## src/rtl/ccm_pkg.sv

```systemverilog
package ccm_pkg;

    function automatic int col_terms(input int k, input int n);
        int lo_side;
        int hi_side;
        lo_side = k + 1;
        hi_side = 2 * n - 1 - k;
        return (lo_side < hi_side) ? lo_side : hi_side;
    endfunction

    function automatic int bits_for(input int v);
        return (v < 1) ? 1 : $clog2(v + 1);
    endfunction

    function automatic int total_w(input int n);
        return $clog2(2 * n) + 1;
    endfunction

endpackage

```

## src/rtl/ccm_column.sv

```systemverilog
module ccm_column #(
    parameter int N  = 8,
    parameter int K  = 0,
    parameter int SW = 1
) (
    input  logic [N-1:0]  a_i,
    input  logic [N-1:0]  b_i,
    output logic [SW-1:0] sum_o
);
    localparam int NT = ccm_pkg::col_terms(K, N);

    logic [N-1:0] term;

    for (genvar i = 0; i < N; i++) begin : g_term
        if ((K - i >= 0) && (K - i < N)) begin : g_hit
            assign term[i] = a_i[i] & b_i[K-i];
        end else begin : g_miss
            assign term[i] = 1'b0;
        end
    end

    always_comb begin
        sum_o = '0;
        for (int i = 0; i < N; i++) begin
            sum_o = sum_o + SW'(term[i]);
        end
    end

    // a column never exceeds the number of crosswise pairs it owns
    always_comb begin
        a_r1_col_bound: assert (int'(sum_o) <= NT);
    end

endmodule

```

## src/rtl/ccm_carry.sv

```systemverilog
module ccm_carry #(
    parameter int N  = 8,
    parameter int TW = 5
) (
    input  logic [2*N-2:0][TW-1:0] col_i,
    output logic [2*N-1:0]         prod_o
);
    logic [TW-1:0] carry;
    logic [TW-1:0] total;

    always_comb begin
        carry = '0;
        total = '0;
        prod_o = '0;
        for (int k = 0; k < 2 * N - 1; k++) begin
            total     = col_i[k] + carry;
            prod_o[k] = total[0];
            carry     = total >> 1;
        end
        prod_o[2*N-1] = carry[0];
    end

    // what is left above the top column must fit in one bit
    always_comb begin
        a_r2_carry_top: assert (carry < TW'(2));
    end

endmodule

```

## src/rtl/ccm_mult.sv

```systemverilog
module ccm_mult #(
    parameter int N       = 8,
    parameter bit OUT_REG = 1'b1
) (
    input  logic           clk,
    input  logic           rst_n,
    input  logic [N-1:0]   op_a,
    input  logic [N-1:0]   op_b,
    output logic [2*N-1:0] product
);
    localparam int PW   = 2 * N;
    localparam int NCOL = 2 * N - 1;
    localparam int TW   = ccm_pkg::total_w(N);

    typedef struct packed {
        logic [PW-1:0] prod;
    } st_t;

    logic [NCOL-1:0][TW-1:0] col_sum;
    logic [PW-1:0]           comb_prod;
    st_t                     st_d;

    for (genvar k = 0; k < NCOL; k++) begin : g_col
        localparam int SW = ccm_pkg::bits_for(ccm_pkg::col_terms(k, N));
        logic [SW-1:0] s;
        ccm_column #(.N(N), .K(k), .SW(SW)) u_col (
            .a_i  (op_a),
            .b_i  (op_b),
            .sum_o(s)
        );
        assign col_sum[k] = TW'(s);
    end

    ccm_carry #(.N(N), .TW(TW)) u_carry (
        .col_i (col_sum),
        .prod_o(comb_prod)
    );

    always_comb begin
        st_d      = '0;
        st_d.prod = comb_prod;
    end

    if (OUT_REG) begin : g_reg
        st_t st_q;
        always_ff @(posedge clk or negedge rst_n) begin
            if (!rst_n) st_q <= '0;
            else        st_q <= st_d;
        end
        assign product = st_q.prod;

        // registered result is the product of last edge's operands
        a_r6_one_cycle: assert property (@(posedge clk) disable iff (!rst_n)
            $past(rst_n) |-> product == $past(op_a) * $past(op_b));
    end else begin : g_comb
        assign product = st_d.prod;
    end

    // column sums plus carry pass equal the arithmetic product
    a_r3_exact: assert property (@(posedge clk) disable iff (!rst_n)
        comb_prod == op_a * op_b);

    // a zero operand yields a zero product
    a_r5_zero: assert property (@(posedge clk) disable iff (!rst_n)
        (op_a == '0 || op_b == '0) |-> comb_prod == '0);

endmodule

```

## config.mk

```make
export PLATFORM = sky130hd
export DESIGN_NAME = ccm_mult
export DESIGN_NICKNAME = d
export VERILOG_FILES = /design/src/rtl/ccm_pkg.sv /design/src/rtl/ccm_column.sv /design/src/rtl/ccm_carry.sv /design/src/rtl/ccm_mult.sv
export SDC_FILE = /design/constraint.sdc
export NUM_CORES = 1
export LEC_CHECK = 0
export ABC_AREA = 1
export BUFFER_PORTS_ARGS = -buffer_cell sky130_fd_sc_hd__buf_2
export CORE_ASPECT_RATIO = 1.1
export CORE_MARGIN = 2
export CORE_UTILIZATION = 40
export DETAILED_ROUTE_END_ITERATION = 10
export GPL_TIMING_DRIVEN = 0
export REMOVE_ABC_BUFFERS = 1
export SLEW_MARGIN = 20
export SYNTH_ARGS = -nofsm -noshare
export SYNTH_HDL_FRONTEND = slang
export SYNTH_SLANG_ARGS = --single-unit
```

## constraint.sdc

```tcl
create_clock -name clk -period 0.8 [get_ports clk]
set_clock_uncertainty 0.1 [all_clocks]
set_input_delay 0.04 -clock clk [delete_from_list [all_inputs] [get_ports clk]]
set_output_delay 0.04 -clock clk [all_outputs]
set_load 0.02 [all_outputs]
```

==> results.md <==
| Quantity | Value | Unit |
| --- | --- | --- |
| Remaining global-route overflow | 0 | - |
| Final layout net count | 493 | - |
| Number of nets still failing antenna checks after routing | 0 | - |
| Vert. Die Dim | 92.9 | um |
| CP Data Arrival Time | 10.37 | ns |
| First-pass GRT wire length | 10900 | um |
| Count of state elements after synthesis | 16 | - |
| Hold EP | product[1] | - |
| PD cells | 3530 | mW/mm^2 |
| Net Sw Frac | 0.457 | - |
| Core region area | 0.00701 | mm^2 |
| Leakage power of the design | 2.17 | nW |
| Detailed-route wire length per cell | 13.2 | um |
| Worst-Margin Slew | 0.411 | ns |
| Clock sink count | 16 | - |
| Number of clock buffers inserted by TritonCTS | 3 | - |
| Number of diodes added for antenna fixing | 0 | - |
| Sequential element share of the synthesized area | 0.139 | - |
| Number of DRC markers in iteration 0 | 72 | - |
| DP Cell Count | 454 | - |
| Fin crit period | 10.26 | ns |
| Final total negative setup slack | -70.00 | ns |
| Combinational cell fraction of total power | 0.830 | - |
| Max-Cap Viols | 0 | - |
| Number of hold-slack violations in the final timing report | 0 | - |
| Highest clock rate | 97.4 | MHz |
| Layout cells sized above 1 | 0.284 | - |
| Final instance count without filler cells | 476 | - |
| Violations in the final reports | setup timing | - |
| I/O pin total | 34 | - |
| Final worst-path cycle share | 12.8 | - |
| Kind of cell with the highest combined delay on the critical path | adder cells | - |
| Result of the run | finished, violations left | - |
| Hold Startpoint | op_a[1] | - |
| Final number of setup-violating endpoints | 30 | - |
| H-tree levels | 1 | - |
| Synth Instances | 352 | - |
| Critical path required time | 0.90 | ns |
| CTS max path bufs | 2 | - |
| Crit end category | flop | - |
| Internal portion of total power | 7.06 | mW |
| Placement-stage worst setup slack | -10.32 | ns |
| Smallest setup slack after layout | -9.46 | ns |
| Number of rows created at floorplan | 32 | - |
| First drt pass iteration count | 4 | - |
| Max reg flops | 16 | - |
| Worst-case headroom to the max-slew limit | 0.726 | - |
| Initial antenna violation count | 0 | - |
| Average vias per placed instance | 4.63 | - |
| Worst ir drop on vdd | 0.00214 | V |
| Max-slew violation total from the final report | 0 | - |
| Die outline area | 0.00788 | mm^2 |
| WS Path Type | in2reg | - |
| NetSw | 5.94 | mW |
| Worst hold path depth | 4 | - |
| Commonest cells after routing, fill and taps aside | 89 x nand2_1, 77 x inv_1, 32 x fa_1, 32 x ha_1, 18 x buf_4 | - |
| Critical-path maximum fanout | 3 | - |
| Initial Util | 0.410 | - |
| Growth of design area from synthesis to finish | 28.1 | % |
| Clock tree from TritonCTS | done | - |
| Top cells by area, synth | fa_1 25%, ha_1 20%, dfrtp_1 14% | - |
| Post-detail-place hpwl | 4550 | um |
| Weighted congestion reported at the end of routability-driven placement | 0.784 | - |
| Crit path max-delay cell type | fa_1 | - |
| Port buffer count | 33 | - |
| Number of global-route vias before repair | 2312 | - |
| Number of synthesis warnings | 0 | - |
| Clock slew at reported path FFs | 0.07 | ns |
| Post-Synthesis Cell Area | 0.00287 | mm^2 |
| Share of power burned in the clock network | 0.062 | - |
| Sequential share of power | 0.109 | - |
| Combined buffer and inverter count along the critical path | 10 | - |
| Path class of the lowest-slack min-delay path | in2reg | - |
| Worst path max stage delay | 0.56 | ns |
| Setup repair after global routing missed its margin | yes | - |
| Die Width | 84.8 | um |
| Critical Path Source Type | input pin | - |
| Most area-hungry cell type in the Yosys netlist | fa_1 | - |
| Most common cell after layout, fill and taps aside | nand2_1 | - |
| Library cells used by synthesis | 25 | - |
| Vias post-DR | 2203 | - |
| Top-area cell type share of the netlist area | 0.251 | - |
| Sum of routed wire length over all layers | 6260 | um |
| Global-route usage over all layers | 0.174 | - |
| Hold_ws | 0.000476 | ns |
| Largest net degree at the start of global routing | 17 | - |
| Post-route DRC | 0 | - |
| Fill cell count | 628 | - |
| Synthesized area per cell | 8.16 | um^2 |
| Clock Root Buffer | clkbuf_8 | - |
layer usage:
layer / up-vias / wire (um) / global-route usage
met4: 0 / 133 / 0.0516
met2: 47 / 3220 / 0.311
met1: 1044 / 2720 / 0.223
met3: 11 / 195 / 0.0152
met5: - / 0 / 0
li1: 1101 / - / -
area by class of cell:
cell class / count / area, um^2 / area share
well taps: 85 / 106 / 0.0289
clock buffers: 4 / 55.1 / 0.0150
repair buffers: 51 / 470 / 0.128
flip-flops and latches: 16 / 400 / 0.109
inverters: 92 / 348 / 0.0945
multi-input cells: 228 / 2300 / 0.625
power by group through the flow:
stage          logic [mW]  clock network [mW]  registers, mW
3_3_place_gp         7.70                   0           1.35
5_1_grt              12.4               0.845           1.43
3_5_place_dp         7.85                   0           1.34
2_1_floorplan        5.50                   0           1.78
4_1_cts              10.5               0.839           1.42
6_report             10.8               0.803           1.41
cell families after synthesis:
| group | Yosys count | synth area share |
|---|---|---|
| xor gates and xnor gates | 17 | 0.0518 |
| and+or+nand+nor | 118 | 0.188 |
| buffers and inverters | 108 | 0.141 |
| DFF | 16 | 0.139 |
| adders and majority gates | 83 | 0.456 |
| AOI/OAI and AO/OA | 10 | 0.0244 |
cells in the mapped netlist:
master and number:
nand2_1 93, inv_1 89, ha_1 47, fa_1 36, clkbuf_1 16, dfrtp_1 16
xor2_1 11, nand2_2 7, nand3_1 7, xnor2_1 6, a21oi_1 4, nand3_2 3
a31oi_1 2, inv_2 2, nand4_1 2, nor2_1 2, a21o_1 1, a21o_2 1
a21oi_4 1, clkinv_1 1, nand2_4 1, nand3_4 1, nand4_2 1, nor2_8 1
o21ai_1 1
worst max path at each step:
stage	startpoint	cells past startpoint	end	slack, ns
2_1_floorplan	op_b[1]	42	product[15]	-9.52
3_3_place_gp	op_b[1]	43	product[15]	-10.28
3_5_place_dp	op_b[1]	42	product[15]	-10.32
4_1_cts	op_b[1]	46	product[15]	-9.59
5_1_grt	op_b[0]	46	product[15]	-9.77
6_report	op_b[0]	44	product[15]	-9.46
worst min-delay path, cell delays in order:
cell and delay, ns:
buf_12 0.09, nand2_4 0.05, inv_4 0.05, ha_4 0.11
through the flow:
step	utilization	area [um^2]	total power, mW
6_report	0.525	3680	13.0
5_1_grt	0.525	3680	14.7
3_3_place_gp	0.440	3080	9.04
2_1_floorplan	-	2810	7.28
4_1_cts	0.513	3590	12.8
3_5_place_dp	0.440	3080	9.19
what timing repair did:
item,in CTS,in global routing
endpoints found under the setup margin,30,30
pin swaps,19,16
gates resized for setup,91,14
hold buffers,2,0
endpoints found under the hold margin,18,0
setup buffers,13,3
gates cloned,0,0
Power figures use the tool's default switching activity.
